--- src/rtl/da_filter_pkg.sv ---
package da_filter_pkg;

  parameter int unsigned STB_IDX_W = 4;
  parameter logic [31:0] HASH_POLY = 32'h04C11DB6;

  typedef struct packed {
    logic                 first;
    logic                 take;
    logic                 decide;
    logic [STB_IDX_W-1:0] idx;
  } strobe_t;

  // One byte of the serial hash CRC, least-significant bit first.
  function automatic logic [31:0] hashCrcByte(input logic [31:0] crcIn, input logic [7:0] dataIn);
    logic [31:0] c;
    logic fb;
    c = crcIn;
    for (int k = 0; k < 8; k++) begin
      fb = c[31] ^ dataIn[k];
      c  = {c[30:0], 1'b0};
      if (fb) c = (c ^ HASH_POLY) | 32'h1;
    end
    return c;
  endfunction

endpackage

--- src/rtl/da_filter_ctrl.sv ---
module da_filter_ctrl
  import da_filter_pkg::*;
#(
  parameter int ADDR_BYTES = 6
) (
  input  logic    clk,
  input  logic    rstN,
  input  logic    daStart,
  input  logic    daValid,
  output strobe_t stb
);

  localparam logic [STB_IDX_W-1:0] LAST = STB_IDX_W'(ADDR_BYTES);

  logic [STB_IDX_W-1:0] cnt;
  logic busy;
  logic startHit;

  assign startHit = daStart & daValid;

  always_comb begin
    stb.first  = startHit;
    stb.take   = daValid & (startHit | (busy & (cnt < LAST)));
    stb.idx    = startHit ? '0 : cnt;
    stb.decide = busy & ~startHit & (cnt == LAST);
  end

  always_ff @(posedge clk or negedge rstN) begin
    if (!rstN) begin
      cnt  <= '0;
      busy <= 1'b0;
    end else if (startHit) begin
      cnt  <= STB_IDX_W'(1);
      busy <= 1'b1;
    end else if (stb.decide) begin
      cnt  <= '0;
      busy <= 1'b0;
    end else if (stb.take) begin
      cnt  <= cnt + 1'b1;
    end
  end

  assert_cnt_bound_R2: assert property (@(posedge clk) disable iff (!rstN) cnt <= LAST);
  assert_restart_R2:   assert property (@(posedge clk) disable iff (!rstN)
                          startHit |=> (busy && cnt == STB_IDX_W'(1)));

endmodule

--- src/rtl/da_filter_datapath.sv ---
module da_filter_datapath
  import da_filter_pkg::*;
#(
  parameter int NUM_IA     = 10,
  parameter int ADDR_BYTES = 6,
  parameter int HASH_BITS  = 64,
  parameter int CFG_AW     = 7
) (
  input  logic              clk,
  input  logic              rstN,
  input  strobe_t           stb,
  input  logic [7:0]        daByte,
  input  logic              cfgWrEn,
  input  logic [CFG_AW-1:0] cfgAddr,
  input  logic [7:0]        cfgWrData,
  input  logic              iaEnable,
  input  logic              hashEnable,
  input  logic              allMulticast,
  input  logic              promiscuous,
  input  logic              bcastReject,
  output logic              resultValid,
  output logic              accept,
  output logic              iaMatch,
  output logic              isMulticast,
  output logic              isBroadcast
);

  localparam int IA_BYTES   = NUM_IA * ADDR_BYTES;
  localparam int IA_AW      = $clog2(IA_BYTES);
  localparam int HASH_BYTES = HASH_BITS / 8;
  localparam int HB_W       = $clog2(HASH_BYTES);
  localparam int HASH_BASE  = 2 ** IA_AW;
  localparam int HIDX_W     = $clog2(HASH_BITS);
  localparam logic [CFG_AW-HB_W-1:0] HASH_PAGE = (CFG_AW-HB_W)'(HASH_BASE / HASH_BYTES);
  localparam logic [STB_IDX_W-1:0] LAST = STB_IDX_W'(ADDR_BYTES);

  // configuration storage
  logic [7:0]           iaMem [IA_BYTES];
  logic [HASH_BITS-1:0] hashMem;
  logic                 iaWrSel, hashWrSel;
  logic [IA_AW-1:0]     iaWrIdx;
  logic [HB_W-1:0]      hashWrIdx;

  assign iaWrSel   = cfgWrEn && (32'(cfgAddr) < 32'(IA_BYTES));
  assign hashWrSel = cfgWrEn && (cfgAddr[CFG_AW-1:HB_W] == HASH_PAGE);
  assign iaWrIdx   = cfgAddr[IA_AW-1:0];
  assign hashWrIdx = cfgAddr[HB_W-1:0];

  always_ff @(posedge clk or negedge rstN) begin
    if (!rstN) begin
      for (int a = 0; a < IA_BYTES; a++) iaMem[a] <= '0;
    end else if (iaWrSel) begin
      iaMem[iaWrIdx] <= cfgWrData;
    end
  end

  always_ff @(posedge clk or negedge rstN) begin
    if (!rstN) begin
      hashMem <= '0;
    end else if (hashWrSel) begin
      for (int b = 0; b < HASH_BYTES; b++)
        if (hashWrIdx == HB_W'(b)) hashMem[b*8 +: 8] <= cfgWrData;
    end
  end

  // per-byte comparison against every station address
  logic [STB_IDX_W-1:0] byteSel;
  logic [NUM_IA-1:0]    byteEq;
  logic [NUM_IA-1:0]    matchVec;

  assign byteSel = (stb.idx < LAST) ? stb.idx : '0;

  for (genvar g = 0; g < NUM_IA; g++) begin : gIa
    logic [IA_AW-1:0] rdIdx;
    assign rdIdx     = IA_AW'(g * ADDR_BYTES) + IA_AW'(byteSel);
    assign byteEq[g] = (iaMem[rdIdx] == daByte);

    always_ff @(posedge clk or negedge rstN) begin
      if (!rstN)         matchVec[g] <= 1'b0;
      else if (stb.take) matchVec[g] <= byteEq[g] & (stb.first | matchVec[g]);
    end
  end

  // running address properties and hash CRC
  logic        mcFlag, bcFlag;
  logic [31:0] crcReg;

  always_ff @(posedge clk or negedge rstN) begin
    if (!rstN) begin
      mcFlag <= 1'b0;
      bcFlag <= 1'b0;
      crcReg <= '1;
    end else if (stb.take) begin
      if (stb.first) begin
        mcFlag <= daByte[0];
        bcFlag <= &daByte;
        crcReg <= hashCrcByte(32'hFFFF_FFFF, daByte);
      end else begin
        bcFlag <= bcFlag & (&daByte);
        crcReg <= hashCrcByte(crcReg, daByte);
      end
    end
  end

  // decision
  logic [HIDX_W-1:0] hashIdx;
  logic              iaHitNow, hashHitNow, acceptNow;

  always_comb begin
    for (int k = 0; k < HIDX_W; k++) hashIdx[k] = crcReg[31-k];
  end

  assign iaHitNow   = matchVec[0] | (iaEnable & (|matchVec[NUM_IA-1:1]));
  assign hashHitNow = hashEnable & hashMem[hashIdx];

  always_comb begin
    if (bcFlag)      acceptNow = ~bcastReject;
    else if (mcFlag) acceptNow = allMulticast | hashHitNow | iaHitNow;
    else             acceptNow = promiscuous | iaHitNow;
  end

  always_ff @(posedge clk or negedge rstN) begin
    if (!rstN) begin
      resultValid <= 1'b0;
      accept      <= 1'b0;
      iaMatch     <= 1'b0;
      isMulticast <= 1'b0;
      isBroadcast <= 1'b0;
    end else if (stb.first) begin
      resultValid <= 1'b0;
      accept      <= 1'b0;
      iaMatch     <= 1'b0;
      isMulticast <= 1'b0;
      isBroadcast <= 1'b0;
    end else if (stb.decide) begin
      resultValid <= 1'b1;
      accept      <= acceptNow;
      iaMatch     <= iaHitNow;
      isMulticast <= mcFlag;
      isBroadcast <= bcFlag;
    end
  end

  assert_valid_source_R2: assert property (@(posedge clk) disable iff (!rstN)
                            $rose(resultValid) |-> $past(stb.decide));
  assert_hold_R2:         assert property (@(posedge clk) disable iff (!rstN)
                            (resultValid && !stb.first) |=>
                            (resultValid && $stable({accept, iaMatch, isMulticast, isBroadcast})));
  assert_bc_is_mc_R5:     assert property (@(posedge clk) disable iff (!rstN)
                            (resultValid && isBroadcast) |-> isMulticast);
  assert_bc_reject_R6:    assert property (@(posedge clk) disable iff (!rstN)
                            ($rose(resultValid) && isBroadcast && $past(bcastReject)) |-> !accept);
  assert_unicast_drop_R7: assert property (@(posedge clk) disable iff (!rstN)
                            ($rose(resultValid) && !isMulticast && !iaMatch && !$past(promiscuous)) |-> !accept);

endmodule

--- src/rtl/da_filter.sv ---
module da_filter
  import da_filter_pkg::*;
#(
  parameter  int NUM_IA     = 10,
  parameter  int ADDR_BYTES = 6,
  parameter  int HASH_BITS  = 64,
  localparam int CFG_AW     = $clog2(NUM_IA * ADDR_BYTES) + 1
) (
  input  logic              clk,
  input  logic              rstN,
  input  logic              cfgWrEn,
  input  logic [CFG_AW-1:0] cfgAddr,
  input  logic [7:0]        cfgWrData,
  input  logic              iaEnable,
  input  logic              hashEnable,
  input  logic              allMulticast,
  input  logic              promiscuous,
  input  logic              bcastReject,
  input  logic              daStart,
  input  logic              daValid,
  input  logic [7:0]        daByte,
  output logic              resultValid,
  output logic              accept,
  output logic              iaMatch,
  output logic              isMulticast,
  output logic              isBroadcast
);

  strobe_t stb;

  da_filter_ctrl #(.ADDR_BYTES(ADDR_BYTES)) uCtrl (
    .clk(clk), .rstN(rstN), .daStart(daStart), .daValid(daValid), .stb(stb)
  );

  da_filter_datapath #(
    .NUM_IA(NUM_IA), .ADDR_BYTES(ADDR_BYTES), .HASH_BITS(HASH_BITS), .CFG_AW(CFG_AW)
  ) uDp (
    .clk(clk), .rstN(rstN), .stb(stb), .daByte(daByte),
    .cfgWrEn(cfgWrEn), .cfgAddr(cfgAddr), .cfgWrData(cfgWrData),
    .iaEnable(iaEnable), .hashEnable(hashEnable), .allMulticast(allMulticast),
    .promiscuous(promiscuous), .bcastReject(bcastReject),
    .resultValid(resultValid), .accept(accept), .iaMatch(iaMatch),
    .isMulticast(isMulticast), .isBroadcast(isBroadcast)
  );

endmodule

--- config.mk ---
export PLATFORM = sky130hd
export DESIGN_NAME = da_filter
export DESIGN_NICKNAME = d
export VERILOG_FILES = /design/src/rtl/da_filter_pkg.sv /design/src/rtl/da_filter_ctrl.sv /design/src/rtl/da_filter_datapath.sv /design/src/rtl/da_filter.sv
export SDC_FILE = /design/constraint.sdc
export NUM_CORES = 1
export LEC_CHECK = 0
export ABC_AREA = 1
export ABC_CLOCK_PERIOD_IN_PS = 4100
export BUFFER_PORTS_ARGS = -buffer_cell sky130_fd_sc_hd__buf_2
export CELL_PAD_IN_SITES_DETAIL_PLACEMENT = 1
export CELL_PAD_IN_SITES_GLOBAL_PLACEMENT = 1
export CORE_MARGIN = 4
export CORE_UTILIZATION = 48
export CTS_CLUSTER_DIAMETER = 80
export DETAILED_ROUTE_END_ITERATION = 6
export PLACE_DENSITY_LB_ADDON = 0.1
export SETUP_SLACK_MARGIN = 0.2
export SYNTH_ARGS = -nofsm -noshare
export SYNTH_HDL_FRONTEND = slang
export SYNTH_SLANG_ARGS = --single-unit
--- constraint.sdc ---
create_clock -name clk -period 4.1 [get_ports clk]
set_input_delay 0.615 -clock clk [delete_from_list [all_inputs] [get_ports clk]]
set_output_delay 0.615 -clock clk [all_outputs]
set_load 0.01 [all_outputs]
-- Yosys cells after proc, flatten, opt, wreduce, memory -nomap -nowiden
Index checks and enable logic that the tools add are counted.
- register bits after elaboration: 598
- input bits: 33
- output and inout port bits: 5
- order comparisons: 16
- muxes and demuxes: 100
- reductions and logical operators: 17
- add/subtract/negate cells: 10
- equality and inequality tests: 19
- bitwise gates (word level): 76
- operators with widths (kind ; number):
    two-way mux 32 bit ; 29
    binary-select mux 8 bit (select 6 bit) ; 10
    bitwise mux 480 bit ; 1
    two-way mux 27 bit ; 16
    NOT 13 bit ; 15
    two-way mux 8 bit ; 21
    == test 8 bit ; 10
    >= comparator 7 bit, second input constant ; 11
    NOT 6 -> 7 bit ; 10
    demux 8 bit (select 6 bit) ; 1
    two-way mux 4 bit ; 5
    adder 5 x 4 -> 6 bit, first input constant ; 3
    AND 1 bit ; 18
    AND reduction 2 bit ; 9
    two-way mux 1 bit ; 16
    bitwise OR 1 bit ; 15
    bitwise XOR 1 bit ; 15
    adder 5 x 5 -> 6 bit, first input constant ; 2
    adder 6 x 4 -> 6 bit, first input constant ; 2
    == test 3 bit, second input constant ; 4
    OR reduction 9 bit ; 1
    less-than comparator 4 x 3 -> 1 bit, second input constant ; 2
    AND reduction 8 bit ; 1
    less-than comparator 6 x 7 -> 1 bit, second input constant ; 1
    16 further kinds ; 20

-- Depth between registers and ports, before layout
- depth in word-level cells: 32
- mapped depth: 24
- gate-level depth less buffers: 20

-- By module
A second synthesis with hierarchy kept.
- cells, all modules: 4254
- area, all modules: 32183.4 um^2
- by module, submodules not included (module ; cells each ; times used ; area an instance (um^2) ; sequential area each (um^2)):
    da_filter_datapath ; 4209 ; 1 ; 31850.5 ; 14879.3
    da_filter_ctrl ; 45 ; 1 ; 332.8 ; 125.1

-- Worst setup path before layout
No wires, ideal clock.
- path type: input -> register
- from: input port daStart
- to: register uDp.matchVec[5]
- stages: 23
- setup slack: 0.849 ns
- setup time: 0.078 ns
- arrival: 3.173 ns
- path buffers: 5
- cells stage by stage: nand2_4 -> nand2_1 -> nor2_4 -> buf_6 -> inv_2 -> buf_2 -> buf_2 -> ha_1 -> inv_1 -> ha_1 -> clkbuf_1 -> inv_1 -> buf_1 -> nand4_1 -> nand3_1 -> nand3_1 -> nand2_1 -> nand2_1 -> nand2_1 -> nand2_1 -> nor2_1 -> nand2_1 -> a21oi_1
- cells in the longest elaborated chain, start to end: 11
- ends and longest elaborated chain (element ; RTL line ; source):
    start, declared ; da_filter.sv:19 ; input logic daStart,
    AND 1 bit (*) ; da_filter_ctrl.sv:19 ; assign startHit = daStart & daValid;
    two-way mux 4 bit ; da_filter_ctrl.sv:24 ; stb.idx = startHit ? '0 : cnt;
    less-than comparator 4 x 3 -> 1 bit ; da_filter_datapath.sv:71 ; assign byteSel = (stb.idx < LAST) ? stb.idx : '0;
    two-way mux 4 bit ; da_filter_datapath.sv:71 ;
    adder 5 x 4 -> 6 bit ; da_filter_datapath.sv:75 ; assign rdIdx = IA_AW'(g * ADDR_BYTES) + IA_AW'(byteSel);
    NOT 6 -> 7 bit (implied by the code) ; da_filter_datapath.sv:76 ; assign byteEq[g] = (iaMem[rdIdx] == daByte);
    binary-select mux 8 bit (select 6 bit) ; da_filter_datapath.sv:76 ;
    two-way mux 8 bit (implied by the code) (2 in a row) ; da_filter_datapath.sv:76 ;
    == test 8 bit ; da_filter_datapath.sv:76 ;
    AND 1 bit ; da_filter_datapath.sv:80 ; else if (stb.take) matchVec[g] <= byteEq[g] & (stb.first | matchVec[g]);
    end signal, assigned by index ; da_filter_datapath.sv:80 ;
    end, declared ; da_filter_datapath.sv:69 ; logic [NUM_IA-1:0] matchVec;
Every way passes the cells marked *; elsewhere a longest branch is shown, timed or not. The select of a mux whose other input is x is not followed.
A chain may end at the register's enable or synchronous reset.

-- Worst setup path in the final report
- from: register uCtrl.cnt[1]
- to: register uDp.matchVec[3]
- cells in the longest elaborated chain, start to end: 10
- ends and longest elaborated chain (element ; RTL line ; source):
    start, declared ; da_filter_ctrl.sv:15 ; logic [STB_IDX_W-1:0] cnt;
    start signal, assigned ; da_filter_ctrl.sv:39 ; cnt <= cnt + 1'b1;
    two-way mux 4 bit ; da_filter_ctrl.sv:24 ;
    less-than comparator 4 x 3 -> 1 bit ; da_filter_datapath.sv:71 ;
    two-way mux 4 bit ; da_filter_datapath.sv:71 ;
    adder 5 x 4 -> 6 bit ; da_filter_datapath.sv:75 ;
    NOT 6 -> 7 bit (implied by the code) ; da_filter_datapath.sv:76 ;
    binary-select mux 8 bit (select 6 bit) ; da_filter_datapath.sv:76 ;
    two-way mux 8 bit (implied by the code) (2 in a row) ; da_filter_datapath.sv:76 ;
    == test 8 bit ; da_filter_datapath.sv:76 ;
    AND 1 bit ; da_filter_datapath.sv:80 ;
Several ways; a longest one is shown, not always the timed one. The select of a mux whose other input is x is not followed.

==> summary.md <==
| Metric | Value |
|---|---|
| Outcome | finished, final reports clean |
| CP required | 4.58 ns |
| Row cnt | 94 |
| Critical path buffer and inverter count | 4 |
| Nets | 4229 |
| Routed WL per cell | about 24 um |
| Slowest stage cell, crit path | o21ai_0 |
| Main combinational cell family by area after synthesis | simple AND/OR/NAND/NOR gates |
| Synthesized instance count | around 4200 |
| Post-synth top area cell | dfrtp_1 |
| CP Max Fanout | 52 |
| GR Layer Usage met3 | under 10% |
| GRT Overall Usage | 34.08% |
| IO Count | 38 |
| Leakage | roughly 16 nW |
| Post-synthesis xor/xnor area fraction | 4.050% |
| RSZ-0062 raised after global routing | no |
| Max Buffers Root-to-Sink | 3 |
| Routed wire length | ~120000 um |
| Gpl congestion | 1.001 |
| Num CTS Buffers | 69 |
| Crit share post-route | 80.16% |
| DIE AREA | 0.07160 mm2 |
| Residual DRC | 0 |
| Simple-gate share of the synthesized area | a little over a quarter |
| Top area cells in the synthesized netlist | dfrtp_1 (44%), nand2_1 (16%), o21ai_0 (10%), nand3_1 (6.5%), xor2_1 (2.9%) |
| Antenna violations before repair | 0 |
| FFs w/ async S/R, synth | 100.0% |
| Compound-gate portion of the synthesized area | 14.61% |
| FF+latch count, synth | 598 |
| Crit-path cells | nand2_1 > nand2_4 > inv_2 > nand2_8 > buf_4 > nand2_1 > o21ai_0 > o21ai_0 > inv_1 > nand2_1 > nand3_1 > nand2_1 > xor2_1 > inv_1 > nand2_1 > nor2_1 > nand2_1 > a21oi_1 |
| Number of H-tree levels | 3 |
| Chip width | 267.6 um |
| Clock sinks | 598 |
| Avg Cell Area, Syn | 7.623 um2 |
| VDD IR max | 363.1 uV |
| Top delay family on crit path | simple AND/OR/NAND/NOR gates |
| Adder-Cell Fraction of Synth Area | 0.3481% |
| Via-per-instance ratio | between 5 and 6 |
| Setup TNS Final | 0 ns |
| Max incr delay on CP | 0.66 ns |
| FF-to-FF setup slack | 0.81 ns |
| Port-buffer cells | 37 |
| Routed vias | 30310 |
| Yosys cell types | between 50 and 60 |
| Starting DRT DRC Count | 2876 |
| Commonest non-fill, non-tap cell in the layout | nand2_1 |
| Tmin final | 3.287 ns |
| Detailed Routing Iterations Pass 1 | 6 |
| Setup bufs post-CTS | 0 |
| Sequential element share of the synthesized area | a little under half |
| CP endpoint kind | register |
| Met2 Use GR | 54.59% |
| Synthesized area | 0.03235 mm2 |
| Vias in the first global route | slightly above 30000 |
| Fmax | 304.3 MHz |
| Initial Utilization | 48.76% |
| Final number of hold-violating endpoints | 0 |
| CTS resizes | 0 |
| First-pass GRT wire length | 188900 um |
| Root Driver | clkbuf_16 |
| Fill cells | just over 8000 |
| Synth top area share | around 44% |
| PwrDens | around 670 mW/mm2 |
| Antenna Nets Post-Route | 0 |
| CP most frequent cell | nand2_1 |
| # hold bufs at CTS | 0 |
| Gr busiest metal | met2 |
| Met1 usage | roughly 47% |
| Pins Over Slew Limit | 0 |
| # setup viols final | 0 |
| Clock tree from TritonCTS | done |
| Later-pin clock latency in the skew report | 0.61 ns |
| CP Class | register to register |
| Remaining global-route overflow | 0 |
| Fraction of layout cells with a size suffix above 1 | slightly below 9% |
| Hold WC Path Type | input pin to async pin |
| Area grow syn2layout | 10.35% |
| Core area | 0.06633 mm2 |
| Arr. time, crit path | around 3.8 ns |
| Main flop type after synthesis | dfrtp_1 |
| Multiplexer area fraction after synthesis | 0.06189% |
| Post-DP HPWL | approximately 80000 um |
| Clock skew | 0.01291 ns |
| Yosys warns | 0 |
| Least-Margin Pin Slew | 1.097 ns |
| Post-synth EDFFs | 0 |
| Critical Path Start Type | register |
| Die height | 267.6 um |
| Most frequent cells in the layout | nand2_1 (1409), o21ai_0 (671), dfrtp_1 (566), nand3_1 (421), inv_1 (177) |
| Worst rel slew slack | 26.30% |
| Max cap viols | 0 |
| Clock transition at path regs | 0.07 ns |
| Hold WS | 0.03316 ns |
| Largest net degree at the start of global routing | 130 |
## registers in the layout (all words and copies together), names as in the netlist, 4 cells and up
name / cells
uDp.iaMem: 480
uDp.matchVec: 10
uDp.crcReg: 32
uDp.hashMem: 64
uCtrl.cnt: 4
## synth_stat cells, types with 8 or more instances
| master | number |
|---|---|
| a21oi_1 | 74 |
| a31oi_1 | 15 |
| buf_1 | 13 |
| buf_2 | 127 |
| buf_4 | 31 |
| buf_6 | 19 |
| clkbuf_1 | 109 |
| dfrtp_1 | 566 |
| dfstp_2 | 32 |
| ha_1 | 9 |
| inv_1 | 185 |
| inv_2 | 14 |
| nand2_1 | 1409 |
| nand3_1 | 421 |
| nand4_1 | 50 |
| nor2_1 | 155 |
| nor3_1 | 15 |
| nor4_4 | 8 |
| o211ai_1 | 42 |
| o21ai_0 | 671 |
| o21ai_1 | 46 |
| o221ai_1 | 22 |
| o22ai_1 | 8 |
| or2_2 | 14 |
| xnor2_1 | 21 |
| xor2_1 | 108 |
## kinds of logic after synthesis
family	Yosys count
xor gates and xnor gates	138
adders and majority gates	9
buffers and inverters	505
DFF	598
and+or+nand+nor	2097
AOI/OAI and AO/OA	892
other	2
muxes	2
## per-stage QoR
stage | power, mW | instances | setup WS [ns] | area [um2] | utilization [%]
after floorplan | 14.11 | 4245 | 0.8489 | 32350 | -
after global placement | 17.00 | 4980 | 0.4513 | 33360 | 50.29
after detailed placement | 17.22 | 4980 | 0.5053 | 33360 | 50.29
after CTS | 23.71 | 5102 | 0.8329 | 35690 | 53.80
after global routing | 25.13 | 5102 | 0.5618 | 35690 | 53.80
final | 23.82 | 5103 | 0.8133 | 35690 | 53.81
## where the power goes
group	switching [mW]	total [mW]	leakage [nW]	internal, mW
Sequential	0.451	7.10	8.04	6.65
Clock	2.59	6.41	1.14	3.82
Combinational	7.08	10.3	7.27	3.22
## area by class of cell
class	instances	area [um2]	share of cell area (%)
diodes	1	2.502	0.007011
clock buffers	104	2074	5.812
clock inverters	18	254.0	0.7116
inverters	206	775.7	2.173
multi-input cells	3142	15060	42.18
flip-flops and latches	598	15000	42.04
well taps	864	1081	3.029
repair buffers	170	1444	4.045
## final timing paths
check	startpoint	cells past startpoint	end
worst max-delay path	uCtrl.cnt[1]	18	uDp.matchVec[3]
worst min-delay path	rstN	1	uDp.iaMem[148]
worst max register to register	uCtrl.cnt[1]	18	uDp.matchVec[3]
worst min register to register	uDp.crcReg[0]	2	uDp.crcReg[0]
max in group asynchronous	rstN	3	uDp.iaMem[315]
min in group clk	bcastReject	4	uDp.accept
## worst reg2reg max path: stages, from the launching register on
cell     delay, ns
dfrtp_1       0.44
nand2_1       0.14
nand2_4       0.12
inv_2         0.12
nand2_8       0.29
buf_4         0.33
nand2_1       0.06
o21ai_0       0.17
o21ai_0       0.66
inv_1         0.10
nand2_1       0.11
nand3_1       0.09
nand2_1       0.09
xor2_1        0.14
inv_1         0.07
nand2_1       0.07
nor2_1        0.04
nand2_1       0.05
a21oi_1       0.05
## layer usage
metal,vias to the layer above,part of all wire (%),wire length [um]
met1,15220,43,52680
met5,-,0,0
met2,959,46,55720
li1,13830,-,-
met3,298,5.9,7105
met4,0,4.8,5814
Power figures use the tool's default switching activity.
